$ cat config.mk
export PLATFORM = sky130hd
export DESIGN_NAME = wdg_apb
export DESIGN_NICKNAME = d
export VERILOG_FILES = /design/src/rtl/wdg_pkg.sv /design/src/rtl/wdg_cnt.sv /design/src/rtl/wdg_ctrl.sv /design/src/rtl/wdg_apb.sv
export SDC_FILE = /design/constraint.sdc
export NUM_CORES = 1
export LEC_CHECK = 0
export ABC_AREA = 1
export CORE_MARGIN = 10
export CORE_UTILIZATION = 34
export CTS_CLUSTER_DIAMETER = 50
export DETAILED_ROUTE_END_ITERATION = 10
export SKIP_CTS_REPAIR_TIMING = 1
export SLEW_MARGIN = 20
export SYNTH_ARGS = -nofsm -noshare
export SYNTH_HDL_FRONTEND = slang
export SYNTH_HIERARCHICAL = 1
export SYNTH_SLANG_ARGS = --single-unit
export TNS_END_PERCENT = 50
$ cat constraint.sdc
create_clock -name clk -period 4.75 [get_ports clk]
set_clock_uncertainty 0.15 [all_clocks]
set_input_delay 1.1875 -clock clk [delete_from_list [all_inputs] [get_ports clk]]
set_output_delay 1.1875 -clock clk [all_outputs]
set_load 0.02 [all_outputs]
$ cat src/rtl/wdg_pkg.sv
package wdg_pkg;
  localparam int DW = 32;
  localparam int AW = 12;

  localparam logic [AW-1:0] OFF_RELOAD = 12'h000;
  localparam logic [AW-1:0] OFF_COUNT  = 12'h004;
  localparam logic [AW-1:0] OFF_CTRL   = 12'h008;
  localparam logic [AW-1:0] OFF_ACK    = 12'h00C;
  localparam logic [AW-1:0] OFF_RAW    = 12'h010;
  localparam logic [AW-1:0] OFF_MSK    = 12'h014;
  localparam logic [AW-1:0] OFF_GUARD  = 12'hC00;
  localparam logic [AW-1:0] OFF_TSTEN  = 12'hF00;
  localparam logic [AW-1:0] OFF_TSTDRV = 12'hF04;
  localparam logic [AW-1:0] OFF_ID_LO  = 12'hFD0;
  localparam logic [AW-1:0] OFF_ID_HI  = 12'hFFC;

  localparam logic [DW-1:0] GUARD_KEY  = 32'h1ACCE551;

  // strobes from control to counter datapath
  typedef struct packed {
    logic          reloadWr;
    logic          ackWr;
    logic [DW-1:0] wdata;
  } cnt_cmd_t;
endpackage

$ cat src/rtl/wdg_cnt.sv
module wdg_cnt
  import wdg_pkg::*;
(
  input  logic          clk,
  input  logic          rstN,
  input  logic          tickEn,
  input  cnt_cmd_t      cmd,
  output logic [DW-1:0] count,
  output logic [DW-1:0] reloadVal,
  output logic          rawIrq,
  output logic          rstStat
);
  localparam logic [DW-1:0] ONE = DW'(1);

  logic halted;

  always_ff @(posedge clk or negedge rstN) begin
    if (!rstN) begin
      reloadVal <= '1;
      count     <= '1;
      rawIrq    <= 1'b0;
      rstStat   <= 1'b0;
      halted    <= 1'b0;
    end else if (cmd.reloadWr) begin
      reloadVal <= cmd.wdata;
      count     <= cmd.wdata;
      halted    <= 1'b0;
    end else if (cmd.ackWr) begin
      rawIrq <= 1'b0;
      count  <= reloadVal;
    end else if (tickEn && !halted) begin
      if (count == ONE) begin
        count <= '0;
        if (rawIrq) begin
          rstStat <= 1'b1;
          halted  <= 1'b1;
        end else begin
          rawIrq <= 1'b1;
        end
      end else if (count == '0) begin
        count <= reloadVal;
      end else begin
        count <= count - ONE;
      end
    end
  end
endmodule

$ cat src/rtl/wdg_ctrl.sv
module wdg_ctrl
  import wdg_pkg::*;
#(
  parameter bit          ALT_MODE = 1'b0,
  parameter logic [95:0] ID_TABLE = 96'h0
) (
  input  logic          clk,
  input  logic          rstN,
  input  logic          psel,
  input  logic          penable,
  input  logic          pwrite,
  input  logic [AW-1:0] paddr,
  input  logic [DW-1:0] pwdata,
  output logic [DW-1:0] prdata,
  output cnt_cmd_t      cmd,
  input  logic [DW-1:0] count,
  input  logic [DW-1:0] reloadVal,
  input  logic          rawIrq,
  output logic [1:0]    ctrlBits,
  output logic          testEn,
  output logic [1:0]    testDrv,
  output logic          locked
);
  logic          wrAcc;
  logic          wrOk;
  logic [AW-1:0] idOff;
  logic [3:0]    idIdx;
  logic          ctrlFrozen;

  assign wrAcc      = psel && penable && pwrite;
  assign wrOk       = wrAcc && (!locked || paddr == OFF_GUARD);
  assign ctrlFrozen = ALT_MODE && ctrlBits[0];

  always_ff @(posedge clk or negedge rstN) begin
    if (!rstN) begin
      ctrlBits <= '0;
      locked   <= 1'b0;
      testEn   <= 1'b0;
      testDrv  <= '0;
    end else if (wrOk) begin
      case (paddr)
        OFF_CTRL:   if (!ctrlFrozen) ctrlBits <= pwdata[1:0];
        OFF_GUARD:  locked <= (pwdata != GUARD_KEY);
        OFF_TSTEN:  if (!ALT_MODE) testEn <= pwdata[0];
        OFF_TSTDRV: if (!ALT_MODE) testDrv <= pwdata[1:0];
        default: ;
      endcase
    end
  end

  always_comb begin
    cmd.reloadWr = wrOk && (paddr == OFF_RELOAD);
    cmd.ackWr    = wrOk && (paddr == OFF_ACK);
    cmd.wdata    = pwdata;
  end

  assign idOff = paddr - OFF_ID_LO;
  assign idIdx = idOff[5:2];

  always_comb begin
    prdata = '0;
    if (psel && !pwrite) begin
      case (paddr)
        OFF_RELOAD: prdata = reloadVal;
        OFF_COUNT:  prdata = count;
        OFF_CTRL:   prdata = {{(DW-2){1'b0}}, ctrlBits};
        OFF_RAW:    prdata = {{(DW-1){1'b0}}, rawIrq};
        OFF_MSK:    prdata = {{(DW-1){1'b0}}, rawIrq && ctrlBits[0]};
        OFF_GUARD:  prdata = {{(DW-1){1'b0}}, locked};
        OFF_TSTEN:  prdata = {{(DW-1){1'b0}}, testEn && !ALT_MODE};
        default: begin
          if (paddr >= OFF_ID_LO && paddr <= OFF_ID_HI && paddr[1:0] == 2'b00)
            prdata = {{(DW-8){1'b0}}, ID_TABLE[{idIdx, 3'b000} +: 8]};
        end
      endcase
    end
  end
endmodule

$ cat src/rtl/wdg_apb.sv
module wdg_apb
  import wdg_pkg::*;
#(
  parameter bit          ALT_MODE = 1'b0,
  parameter logic [95:0] ID_TABLE = 96'h3CE1079D0000065200000011
) (
  input  logic          clk,
  input  logic          rstN,
  input  logic          tickEn,
  input  logic          psel,
  input  logic          penable,
  input  logic          pwrite,
  input  logic [11:0]   paddr,
  input  logic [31:0]   pwdata,
  output logic [31:0]   prdata,
  output logic          pready,
  output logic          pslverr,
  output logic          irqOut,
  output logic          rstOut
);
  cnt_cmd_t      cmd;
  logic [DW-1:0] count;
  logic [DW-1:0] reloadVal;
  logic          rawIrq;
  logic          rstStat;
  logic [1:0]    ctrlBits;
  logic          testEn;
  logic [1:0]    testDrv;
  logic          locked;

  wdg_ctrl #(.ALT_MODE(ALT_MODE), .ID_TABLE(ID_TABLE)) u_ctrl (
    .clk(clk), .rstN(rstN), .psel(psel), .penable(penable), .pwrite(pwrite),
    .paddr(paddr), .pwdata(pwdata), .prdata(prdata), .cmd(cmd),
    .count(count), .reloadVal(reloadVal), .rawIrq(rawIrq),
    .ctrlBits(ctrlBits), .testEn(testEn), .testDrv(testDrv), .locked(locked)
  );

  wdg_cnt u_cnt (
    .clk(clk), .rstN(rstN), .tickEn(tickEn), .cmd(cmd),
    .count(count), .reloadVal(reloadVal), .rawIrq(rawIrq), .rstStat(rstStat)
  );

  assign pready  = 1'b1;
  assign pslverr = 1'b0;
  assign irqOut  = testEn ? testDrv[1] : (rawIrq && ctrlBits[0]);
  assign rstOut  = testEn ? testDrv[0] : (rstStat && ctrlBits[1]);
endmodule

==> metrics.yaml <==
layout:
  area_growth_pct: 24.6
  final_cells: 1330
  fin_nets: 1126
  drive_gt1_share_pct: 24.5
  num_antenna_cells: 0
place:
  dp_hpwl_mm: 15.6
  placedCellCount: 1314
  place_ws_ps: -268
  numPortBuffers: 83
  place.gp.congestion: 0.905
setup_path:
  critical-path-slowest-cell: "clkdlybuf4s50_1"
  max_stage_delay_ps: 420
  startpoint_type: "input pin"
  setup.worst_path.end_class: "output pin"
  cp_max_fo: 18
  r2r-end: "u_cnt/count[11]"
  regToRegSetupSlack_ps: 2210
  r2r_cells: 10
  cp.arrival_ps: 3210
  crit_end: "prdata[31]"
  reg2reg_from: "u_cnt/count[1]"
  startpoint: "paddr[4]"
  crit_path_cell_trace: "clkdlybuf4s50_1 > inv_1 > ha_1 > inv_1 > nor2_1 > nand3_1 > nand2_1 > nor2_2 > nand2_4 > nand2_4 > buf_12 > a21oi_1 > dlymetal6s2s_1"
  crit_required_ps: 3410
  path_class: "in2out"
yosys:
  synthMuxAreaShare_pct: 0
  synth_edf_count: 0
  synth_simple_gate_area_share_pct: 40.7
  postSynth.asyncResetShare_pct: 100
  syn-num-nets: 1041
  synth_cell_types: 36
  synth_area_um2: 6530
  synth_top_family_by_area: "simple AND/OR/NAND/NOR gates"
  yosys_register_bits: 73
  syn_avg_cell_area_um2: 6.67
  postSynthCellCount: 980
  synthXorXnorAreaFrac_pct: 1.47
  synthAdderAreaFrac_pct: 2.11
  ys.warnings.count: 6
  synth-main-ff-cell: "dfstp_2"
  synth_seq_area_share_pct: 29.2
  synth_compound_area_share_pct: 13.7
global_route:
  grt_usage_pct: 16.2
  met3_usage_pct: 3.05
  grt_first_pass_wirelength_mm: 32.4
  overflow: 0
  grt_pass1_vias: 6194
  antenna_found_initial: 0
  use_met1_pct: 22.0
  busiest_layer: "met2"
  met2_usage_pct: 25.9
  grt_start_max_net_pins: 37
clock_network:
  cts_tree: "built"
  cts_buffer_depth: 2
  cts-root-buf: "clkbuf_16"
  insertion_delay_ps: 350
  cts_made_buffers: 9
  h-tree-depth: 3
  cts_sinks: 73
  clk_pin_slew_ps: 60
power_and_ir_drop:
  comb_power_share_pct: 20.1
  pwr-share-seq_pct: 42.7
  p_sw_share_pct: 31.2
  total_power_mw: 1.91
  peakVddDrop_mv: 0.160
  switchingPower_mw: 0.595
  internal_power_mw: 1.31
  leakage_nw: 4.35
  powerDensity_nw_per_um2: 235
  p_clk_share_pct: 37.2
timing:
  setup_slack_ps: 204
  slew_headroom_pct: 41.2
  hold_viol_final: 0
  max_slew.worst_pin.slew_ps: 882
  grt_setup_unrepaired: "no"
  post-route-period-util_pct: 95.7
  final_max_slew_viol_count: 0
  setup_viol: 0
  clock.fmax_mhz: 220
  min_period_ps: 4550
route:
  num_vias: 6345
  routed_wl_mm: 20.1
  wire_per_inst_um: 15.1
  remaining_drc_errors: 0
  drtAntennaViolNets: 0
  drt-vias-per-instance: 4.77
  drt_pass1_iterations: 5
  drt_first_iter_violations: 454
floorplan:
  die_h_um: 159
  num_rows: 50
  ioPinCount: 86
  core_um2: 18800
  start_util_pct: 34.7
  fp.dieArea_um2: 25200
  die_x_um: 159
hold_path:
  hp-class: "reg2reg"
  min_path_cells: 2
job:
  drv_cap: 0
status:
  outcome: "finished, final reports clean"
-- critical path: cells and delay by family --
family,cells,cell delay [ps]
AO/OA/AOI/OAI,1,160
adder cells (fa/ha/maj),1,220
buffers and inverters,5,970
AND/OR/NAND/NOR,6,650
-- power groups by stage --
stage | Clock, mW | Combinational (mW) | Sequential, mW
2_1_floorplan | 0 | 0.277 | 0.795
3_3_place_gp | 0 | 0.376 | 0.824
3_5_place_dp | 0 | 0.382 | 0.823
4_1_cts | 0.729 | 0.384 | 0.815
5_1_grt | 0.748 | 0.429 | 0.830
6_report | 0.711 | 0.384 | 0.816
-- worst min-delay path by stage --
stage                              startpoint             endpoint  slack (ps)
after global routing      u_cnt/reloadVal[27]  u_cnt/reloadVal[27]         350
after CTS                 u_cnt/reloadVal[27]  u_cnt/reloadVal[27]         330
after floorplan                 u_cnt/rstStat        u_cnt/rstStat         290
final                            u_cnt/halted         u_cnt/halted         340
after global placement           u_cnt/halted         u_cnt/halted         320
after detailed placement        u_cnt/rstStat        u_cnt/rstStat         320
-- layout by cell type, fill, tap and decap left out, types with 11 or more instances in the layout --
cell	synthesis	routed
inv_1	91	91
nand2_1	322	322
nand3_2	26	26
dfstp_2	64	64
ha_1	11	11
clkdlybuf4s50_1	0	50
a31oi_1	13	13
o21ai_0	52	52
buf_4	36	48
nand3_1	39	39
nor2_1	135	131
a21oi_1	31	31
dlymetal6s2s_1	0	27
a21oi_2	43	43
-- sequential cells by signal (all words and copies together) (netlist names), 2 cells and up --
name	count
u_cnt/count	32
u_cnt/reloadVal	32
u_ctrl/ctrlBits	2
u_ctrl/testDrv	2
-- per-stage QoR --
step | cell area (um2) | util (%) | hold slack (ps) | TNS (ps)
2_1_floorplan | 6530 | - | 285 | 0
3_3_place_gp | 7780 | 41.3 | 317 | -5880
3_5_place_dp | 7780 | 41.3 | 323 | -6920
4_1_cts | 8090 | 42.9 | 335 | -7360
5_1_grt | 8140 | 43.2 | 347 | 0
6_report | 8140 | 43.2 | 336 | 0
-- cell families (layout without fill, tap and decap cells) --
group                      count (synthesis)  count (layout)
AOI/OAI and AO/OA                        141             141
adders and majority gates                 11              11
other                                      2               2
xor gates and xnor gates                  11              11
buffers and inverters                    166             256
DFF                                       73              73
and+or+nand+nor                          576             576
-- Yosys cell counts (2+ instances only) --
cell      instances  area (um2)
xor2_1            5        43.8
nor2_4            9         101
nand2_4           7        78.8
nor3_1            5        25.0
clkbuf_1          8        30.0
nor2_1          135         507
nand2_2           6        37.5
nor2_2            7        43.8
nand3_1          39         195
a31oi_1          13        81.3
nor2_8            2        40.0
inv_2             9        33.8
buf_2            14        70.1
buf_6             7        78.8
nand3b_1          3        22.5
nand2_1         322        1210
o21ai_0          52         260
conb_1            2        7.51
a21oi_2          43         377
nand3_2          26         260
nand4_1           8        50.1
dfstp_2          64        1680
xnor2_1           6        52.6
a21oi_1          31         155
nor4_1            2        12.5
ha_1             11         138
buf_4            36         270
nand3_4           2        35.0
dfrtp_1           9         225
inv_1            91         342
-- final cells by class --
cell class | count | area (um2)
clock buffers | 10 | 239
clock inverters | 6 | 66.3
fillers | 1957 | 10700
inverters | 100 | 375
multi-input cells | 741 | 3820
flip-flops and latches | 73 | 1910
well taps | 260 | 325
repair buffers | 140 | 1410
-- metal layers --
layer  routed length [um]  vias to the layer above
met3                 1080                       15
met5                    0                        -
li1                     -                     3244
met2                 9240                      155
met1                 9560                     2931
met4                  218                        0
Note: power is estimated with default switching activity, not from simulation.
